===== src/rtl/lsu_pkg.sv =====
package lsu_pkg;

    localparam int XLEN = 32;
    localparam logic [XLEN-1:0] DMEM_BASE = 32'h8000_0000;

    localparam logic [2:0] F3_BYTE  = 3'd0;
    localparam logic [2:0] F3_HALF  = 3'd1;
    localparam logic [2:0] F3_WORD  = 3'd2;
    localparam logic [2:0] F3_UBYTE = 3'd4;
    localparam logic [2:0] F3_UHALF = 3'd5;

    typedef enum logic [1:0] {
        SZ_NONE = 2'd0,
        SZ_BYTE = 2'd1,
        SZ_HALF = 2'd2,
        SZ_WORD = 2'd3
    } acc_size_e;

    typedef struct packed {
        acc_size_e size;
        logic      sext;
    } acc_ctl_t;

    localparam acc_ctl_t CTL_IDLE = '{size: SZ_NONE, sext: 1'b0};

    function automatic acc_ctl_t decode_load(input logic [2:0] code);
        acc_ctl_t c;
        c = CTL_IDLE;
        unique case (code)
            F3_BYTE:  c = '{size: SZ_BYTE, sext: 1'b1};
            F3_HALF:  c = '{size: SZ_HALF, sext: 1'b1};
            F3_WORD:  c = '{size: SZ_WORD, sext: 1'b0};
            F3_UBYTE: c = '{size: SZ_BYTE, sext: 1'b0};
            F3_UHALF: c = '{size: SZ_HALF, sext: 1'b0};
            default:  c = CTL_IDLE;
        endcase
        return c;
    endfunction

    function automatic acc_ctl_t decode_store(input logic [2:0] code);
        acc_ctl_t c;
        c = CTL_IDLE;
        unique case (code)
            F3_BYTE: c = '{size: SZ_BYTE, sext: 1'b0};
            F3_HALF: c = '{size: SZ_HALF, sext: 1'b0};
            F3_WORD: c = '{size: SZ_WORD, sext: 1'b0};
            default: c = CTL_IDLE;
        endcase
        return c;
    endfunction

endpackage


===== src/rtl/lsu_ea_reloc.sv =====
module lsu_ea_reloc #(
    parameter int             AW   = lsu_pkg::XLEN,
    parameter int             IW   = 12,
    parameter logic [AW-1:0]  BASE = lsu_pkg::DMEM_BASE
) (
    input  logic [AW-1:0] base_val,
    input  logic [IW-1:0] offset,
    output logic [AW-1:0] local_addr
);
    logic [AW-1:0] offset_ext;
    logic [AW-1:0] eff_addr;

    assign offset_ext = {{(AW-IW){offset[IW-1]}}, offset};
    assign eff_addr   = base_val + offset_ext;
    assign local_addr = eff_addr - BASE;
endmodule


===== src/rtl/lsu_load_lane.sv =====
module lsu_load_lane
    import lsu_pkg::*;
#(
    parameter int DW = lsu_pkg::XLEN,
    localparam int NB = DW / 8,
    localparam int OW = $clog2(NB)
) (
    input  acc_ctl_t        ctl,
    input  logic [OW-1:0]   lane_off,
    input  logic [DW-1:0]   rd_word,
    output logic [DW-1:0]   result
);
    logic [7:0]  pick_b;
    logic [15:0] pick_h;
    logic [OW-2:0] half_idx;

    assign half_idx = lane_off[OW-1:1];
    assign pick_b   = rd_word[8*int'(lane_off) +: 8];
    assign pick_h   = rd_word[16*int'(half_idx) +: 16];

    always_comb begin
        unique case (ctl.size)
            SZ_BYTE: result = {{(DW-8){ctl.sext & pick_b[7]}}, pick_b};
            SZ_HALF: result = {{(DW-16){ctl.sext & pick_h[15]}}, pick_h};
            SZ_WORD: result = rd_word;
            default: result = '0;
        endcase
    end
endmodule


===== src/rtl/lsu_store_lane.sv =====
module lsu_store_lane
    import lsu_pkg::*;
#(
    parameter int DW = lsu_pkg::XLEN,
    localparam int NB = DW / 8,
    localparam int OW = $clog2(NB)
) (
    input  acc_ctl_t        ctl,
    input  logic [OW-1:0]   lane_off,
    input  logic [DW-1:0]   src,
    output logic [DW-1:0]   wr_data,
    output logic [NB-1:0]   wr_be
);
    for (genvar i = 0; i < NB; i++) begin : g_lane
        logic       lane_en;
        logic [7:0] lane_byte;

        always_comb begin
            unique case (ctl.size)
                SZ_BYTE: begin
                    lane_en   = (lane_off == OW'(i));
                    lane_byte = src[7:0];
                end
                SZ_HALF: begin
                    lane_en   = (lane_off[OW-1:1] == (OW-1)'(i / 2));
                    lane_byte = src[8*(i%2) +: 8];
                end
                SZ_WORD: begin
                    lane_en   = 1'b1;
                    lane_byte = src[8*i +: 8];
                end
                default: begin
                    lane_en   = 1'b0;
                    lane_byte = 8'h00;
                end
            endcase
        end

        assign wr_be[i]          = lane_en;
        assign wr_data[8*i +: 8] = lane_byte;
    end
endmodule


===== src/rtl/lsu_lane_unit.sv =====
module lsu_lane_unit
    import lsu_pkg::*;
#(
    parameter int            DW       = lsu_pkg::XLEN,
    parameter logic [DW-1:0] MEM_BASE = lsu_pkg::DMEM_BASE,
    localparam int NB = DW / 8,
    localparam int OW = $clog2(NB)
) (
    input  logic          st_sel,
    input  logic [2:0]    funct3,
    input  logic [6:0]    imm_upper,
    input  logic [4:0]    imm_lo_i,
    input  logic [4:0]    imm_lo_s,
    input  logic [DW-1:0] base_val,
    input  logic [DW-1:0] store_src,
    input  logic [DW-1:0] rd_word,
    output logic [DW-1:0] mem_addr,
    output logic [DW-1:0] wr_data,
    output logic [NB-1:0] wr_be,
    output logic [DW-1:0] ld_result
);
    logic [11:0]   offset;
    logic [DW-1:0] loc_addr;
    acc_ctl_t      ld_ctl;
    acc_ctl_t      st_ctl;

    assign offset = st_sel ? {imm_upper, imm_lo_s} : {imm_upper, imm_lo_i};
    assign ld_ctl = st_sel ? CTL_IDLE : decode_load(funct3);
    assign st_ctl = st_sel ? decode_store(funct3) : CTL_IDLE;

    lsu_ea_reloc #(.AW(DW), .IW(12), .BASE(MEM_BASE)) u_reloc (
        .base_val   (base_val),
        .offset     (offset),
        .local_addr (loc_addr)
    );

    lsu_load_lane #(.DW(DW)) u_load (
        .ctl      (ld_ctl),
        .lane_off (loc_addr[OW-1:0]),
        .rd_word  (rd_word),
        .result   (ld_result)
    );

    lsu_store_lane #(.DW(DW)) u_store (
        .ctl      (st_ctl),
        .lane_off (loc_addr[OW-1:0]),
        .src      (store_src),
        .wr_data  (wr_data),
        .wr_be    (wr_be)
    );

    assign mem_addr = {loc_addr[DW-1:OW], {OW{1'b0}}};
endmodule


===== config.mk =====
export PLATFORM = sky130hd
export DESIGN_NAME = lsu_lane_unit
export DESIGN_NICKNAME = d
export VERILOG_FILES = /design/src/rtl/lsu_pkg.sv /design/src/rtl/lsu_ea_reloc.sv /design/src/rtl/lsu_load_lane.sv /design/src/rtl/lsu_store_lane.sv /design/src/rtl/lsu_lane_unit.sv
export SDC_FILE = /design/constraint.sdc
export NUM_CORES = 1
export LEC_CHECK = 0
export CORE_AREA = 2 2 85 87
export DETAILED_ROUTE_END_ITERATION = 7
export DIE_AREA = 0 0 87 89
export DONT_BUFFER_PORTS = 1
export SLEW_MARGIN = 20
export SYNTH_ARGS = -nofsm -noshare
export SYNTH_HDL_FRONTEND = slang
export SYNTH_SLANG_ARGS = --single-unit

===== constraint.sdc =====
create_clock -name vclk -period 5.4
set_input_delay 1.08 -clock vclk [all_inputs]
set_output_delay 1.08 -clock vclk [all_outputs]
set_load 0.005 [all_outputs]

* After elaboration in Yosys (flattened, before gate mapping)
Index checks and enable logic that the tools add are counted.
Storage, ports and cells: output and inout bits 100, register bits 0, word-level logic and storage cells 39, bits of input ports 117
Cells by class: shift operators 2, bitwise operators 3, multiplexer cells 14, reduce and logical (&&, ||, !) cells 5, eq/ne operators 13, $add $sub $neg 2
Operators with widths (count):
- case mux 32 bit (3 select lines) | 1
- adder 32 bit | 1
- case mux 8 bit (2 select lines) | 2
- indexed part select 32 x 6 -> 16 bit | 1
- indexed part select 32 x 6 -> 8 bit | 1
- subtractor 32 bit (second input constant) | 1
- case mux 8 bit (3 select lines) | 1
- case mux 3 bit (5 select lines) | 1
- == test 2 bit (second input constant) | 6
- case mux 1 bit (3 select lines) | 4
- case mux 3 bit (3 select lines) | 1
- 2-to-1 mux 8 bit | 1
- == test 2 x 1 -> 1 bit (second input constant) | 3
- == test 3 bit (second input constant) | 2
- 2-to-1 mux 3 bit | 2
- 2-to-1 mux 5 bit | 1
- OR reduction 2 bit | 2
- == test 3 x 1 -> 1 bit (second input constant) | 1
- == test 3 x 2 -> 1 bit (second input constant) | 1
- zero test 3 bit | 1
- OR reduction 3 bit | 1
- bitwise AND 1 bit | 2
- zero test 2 bit | 1
- inverter 1 bit | 1

* Longest topological paths before layout
word-level depth 6, gate-level depth with buffers 12, gate-level depth less buffers 11

* Modules after synthesis
Synthesis repeated with hierarchy kept, for this count alone.
Unflattened totals: cell total of the unflattened synthesis 469, area total of the unflattened synthesis 3443.3 um2
By module, submodules not included:
- lsu_ea_reloc | times used 1, area each 1990.7 um2, cells each 260, seq. area each 0.0 um2
- lsu_load_lane | times used 1, area each 723.2 um2, cells each 96, seq. area each 0.0 um2
- lsu_store_lane | times used 1, area each 594.3 um2, cells each 95, seq. area each 0.0 um2
- lsu_lane_unit | times used 1, area each 135.1 um2, cells each 18, seq. area each 0.0 um2

* Worst setup path after synthesis
OpenSTA, ideal clock, no wires.
path type input-to-output, start input st_sel, end output mem_addr[15], setup slack 0.402 ns, stages on the path 12, buffers on the path 1, arrival 3.918 ns, data required time 4.320 ns, cells stage by stage clkbuf_1 mux2_2 ha_1 ha_1 fa_1 a211oi_1 o21ai_1 a41oi_1 o21ai_1 a21o_1 a21oi_2 xnor2_1
On the way: cells in the longest elaborated chain, start to end 3
RTL lines:
- start: declaration | RTL line lsu_lane_unit.sv:9 | input logic st_sel,
- 2-to-1 mux 5 bit | RTL line lsu_lane_unit.sv:27 | assign offset = st_sel ? {imm_upper, imm_lo_s} : {imm_upper, imm_lo_i};
- adder 32 bit | RTL line lsu_ea_reloc.sv:14 | assign eff_addr = base_val + offset_ext;
- subtractor 32 bit | RTL line lsu_ea_reloc.sv:15 | assign local_addr = eff_addr - BASE;
- end: declaration | RTL line lsu_lane_unit.sv:17 | output logic [DW-1:0] mem_addr,
Every way passes these cells.

* Final worst setup path
start input st_sel, end output mem_addr[29]
The elaborated chain is that of the path after synthesis.

==> impl_metrics.ini <==
[grt]
grt_first_pass_wirelength_mm = 14.0
number_of_global_route_vias_before_repair = 2986
grtUsageTotal = 0.213
grt_antenna_before_repair = 0
grt_start_max_net_pins = 22
remaining_global_route_overflow = 0

[timing]
total_of_endpoints_with_negative_setup_slack_in_the_final_report = 0
finalWorstPathRequiredPeriod_ns = 4.88
finalMaxSlewViolations = 0
post-route-worst-setup-slack_ns = 0.521
worst_hold_slack_ns = 2.25
slew-limit-headroom = 0.323
tns_ns = 0
timing.final.crit_share = 0.904
timing.fmax_ghz = 0.205
count_of_endpoints_failing_hold_in_the_final_timing_report = 0
tightest_slew_ns = 1.01
rsz0062_at_grt = no

[placement]
post-dp-hpwl_mm = 7.97
port_buffers = 0
gp_routability_congestion = 0.803
placedCellCount = 523
dpl_cell_area_um2 = 3180
pre_cts_ws_ns = 0.492

[layout]
layout_cells_sized_above_1 = 0.0361
post-route-util = 0.474
final_cells = 523
clock_buffers = 0
antenna-diode-count = 0
n_fill_cell = 741
numSequentialCells = 0
seqCellArea_um2 = 0
multi_input_comb_area_um2 = 3030
final_area_um2 = 3180
nNetsFinal = 629
area_delta_synth_final_pct = -1.28

[power]
power_leakage_nw = 1.50
largest_voltage_drop_on_the_vdd_net_v = 0.0000422
power_density_normalized_to_cell_area_nw_per_um2 = 134
total_power_uw = 427

[worst_setup_path]
critical_path_source = st_sel
startpoint_type_of_the_worst_setup_path = primary input
criticalPathCategory = primary input to output pin
cpPeakStageDelay_ns = 0.43
worst_setup_path_end_kind = output pin
worst-endpoint-arrival_ns = 3.80
required_ns = 4.32
crit_slowest_cell = fa_1
critPathMaxFanout = 11
critical_path.cell_chain = mux2_2, ha_1, ha_1, fa_1, a211oi_1, o21ai_1, nand3_1, nand3_1, o22ai_1, o21ai_1, xor2_1

[worst_hold_path]
kind_of_path_behind_the_tightest_hold_check = primary input to output pin
worstHoldStart = rd_word[21]
worstHoldEndpoint = ld_result[21]
whs_path_depth = 2

[synthesis]
post_synth.cell_area_avg_um2 = 6.79
synthesized_area_fraction_occupied_by_and_or_nand_nor_cells = 0.220
synthesis.yosys.warnings = 0
synth_top_family_by_area = compound AO/OA/AOI/OAI gates
postSynthCellCount = 475
netlist_area_um2 = 3230
fraction_of_synthesized_cell_area_in_xor_and_xnor_cells = 0.0842
synth_sequential_area_ratio = 0
netlist-cell-type-count = 53
share_of_cell_area_taken_by_muxes_after_synthesis = 0.0275
synth_compound_gate_area_share = 0.344
synth_adder_area_share = 0.262

[detailed_routing]
detail_route.first_pass.iterations = 5
antenna_violating_nets_post_route = 0
drt-met1-wl_mm = 3.91
route.top_layer_used = met4
detailroute.wirelength.met3_um = 683
wl_mm = 9.45
overall_via_count_from_detail_route = 3336
met2RoutedLength_mm = 4.80
vias_per_cell = 6.38
avgRoutedWirePerCell_um = 18.1
drc_errors = 0
dr.first_iter.drc_count = 155

[cts]
post_cts.repair.setup_buffers = 0
cts.hold.buffers_added = 0
postCtsResizedCells = 0

[die]
number_of_primary_i_o_pins = 217
die_area_um2 = 7740
chipWidth_um = 87
core_area_um2 = 6720
chipHeight_um = 89
initial_core_util = 0.480
rows = 30

[status]
status = complete, no violations

[job]
maxCapViolations = 0
## final cells by class
type | count | area share
multi-input combinational | 430 | 0.952
timing repair buffer | 1 | 0.00236
inverter | 12 | 0.0141
tap | 80 | 0.0314
## how the worst max path moves through the flow
stage              endpoint  slack (ns)  cells past startpoint
2_1_floorplan  mem_addr[15]        0.40                     12
3_3_place_gp   mem_addr[29]        0.53                     11
4_1_cts        mem_addr[29]        0.49                     11
3_5_place_dp   mem_addr[29]        0.49                     11
6_report       mem_addr[29]        0.52                     11
5_1_grt        mem_addr[29]        0.33                     11
## critical path: cells and delay by family
kind	cells	cell delay, ns
multiplexers	1	0.31
AND/OR/NAND/NOR	2	0.29
adder cells (fa/ha/maj)	3	0.95
AO/OA/AOI/OAI	4	0.98
XOR/XNOR	1	0.19
## Yosys cell counts (5+ instances only)
master,n,share of area
a22oi_1,24,0.056
buf_4,6,0.014
nor2b_1,10,0.019
mux2_2,5,0.017
a22o_1,8,0.022
a21o_1,10,0.023
ha_1,66,0.26
a31o_1,7,0.019
o21ai_0,9,0.014
xor2_1,12,0.033
o21bai_1,6,0.014
xnor2_1,19,0.052
nand3_1,10,0.016
a222oi_1,8,0.025
a21oi_1,48,0.074
nor2_1,42,0.049
clkbuf_1,24,0.028
o21ai_1,9,0.014
nand2_1,89,0.10
inv_1,11,0.013
## cell usage in the layout (no fill, tap or decap), types with 2 or more instances in the layout
cell / netlist / layout
a22oi_1: 24 / 24
o21ai_1: 9 / 9
ha_1: 66 / 66
o211ai_1: 3 / 3
nand3_1: 10 / 10
mux2_2: 5 / 5
a222oi_1: 8 / 8
nor3_1: 3 / 3
conb_1: 1 / 2
xor2_1: 12 / 12
o21ai_0: 9 / 9
o22ai_1: 2 / 2
nand2b_1: 2 / 2
nand4_1: 4 / 4
xnor2_1: 19 / 19
o21bai_1: 6 / 6
and3_1: 3 / 3
nand2_1: 89 / 89
a31oi_1: 3 / 3
nor2_1: 42 / 42
a21oi_1: 48 / 48
a41oi_2: 3 / 3
a22o_1: 8 / 8
a211oi_1: 2 / 2
nor2b_1: 10 / 10
nand3b_1: 2 / 2
a31o_1: 7 / 7
inv_1: 11 / 11
a21o_1: 10 / 10
## power by group
| group | internal, mW | total [mW] | switching [mW] |
|---|---|---|---|
| sequential | 0 | 0 | 0 |
| clock | 0 | 0 | 0 |
| combinational | 0.171 | 0.427 | 0.255 |
| total | 0.171 | 0.427 | 0.255 |
## metal layers
metal	vias up	track usage
li1	1675	-
met1	1516	0.275
met2	141	0.389
met3	4	0.0332
met4	0	0.0128
met5	-	0
## logic make-up (layout without fill, tap and decap cells)
group	count (synthesis)	count (layout)
XOR/XNOR	31	31
adder cells (fa/ha/maj)	67	67
AND/OR/NAND/NOR	168	168
other	1	2
buffers and inverters	46	13
multiplexers	7	7
AO/OA/AOI/OAI	155	155
(Power assumes the default switching activity.)
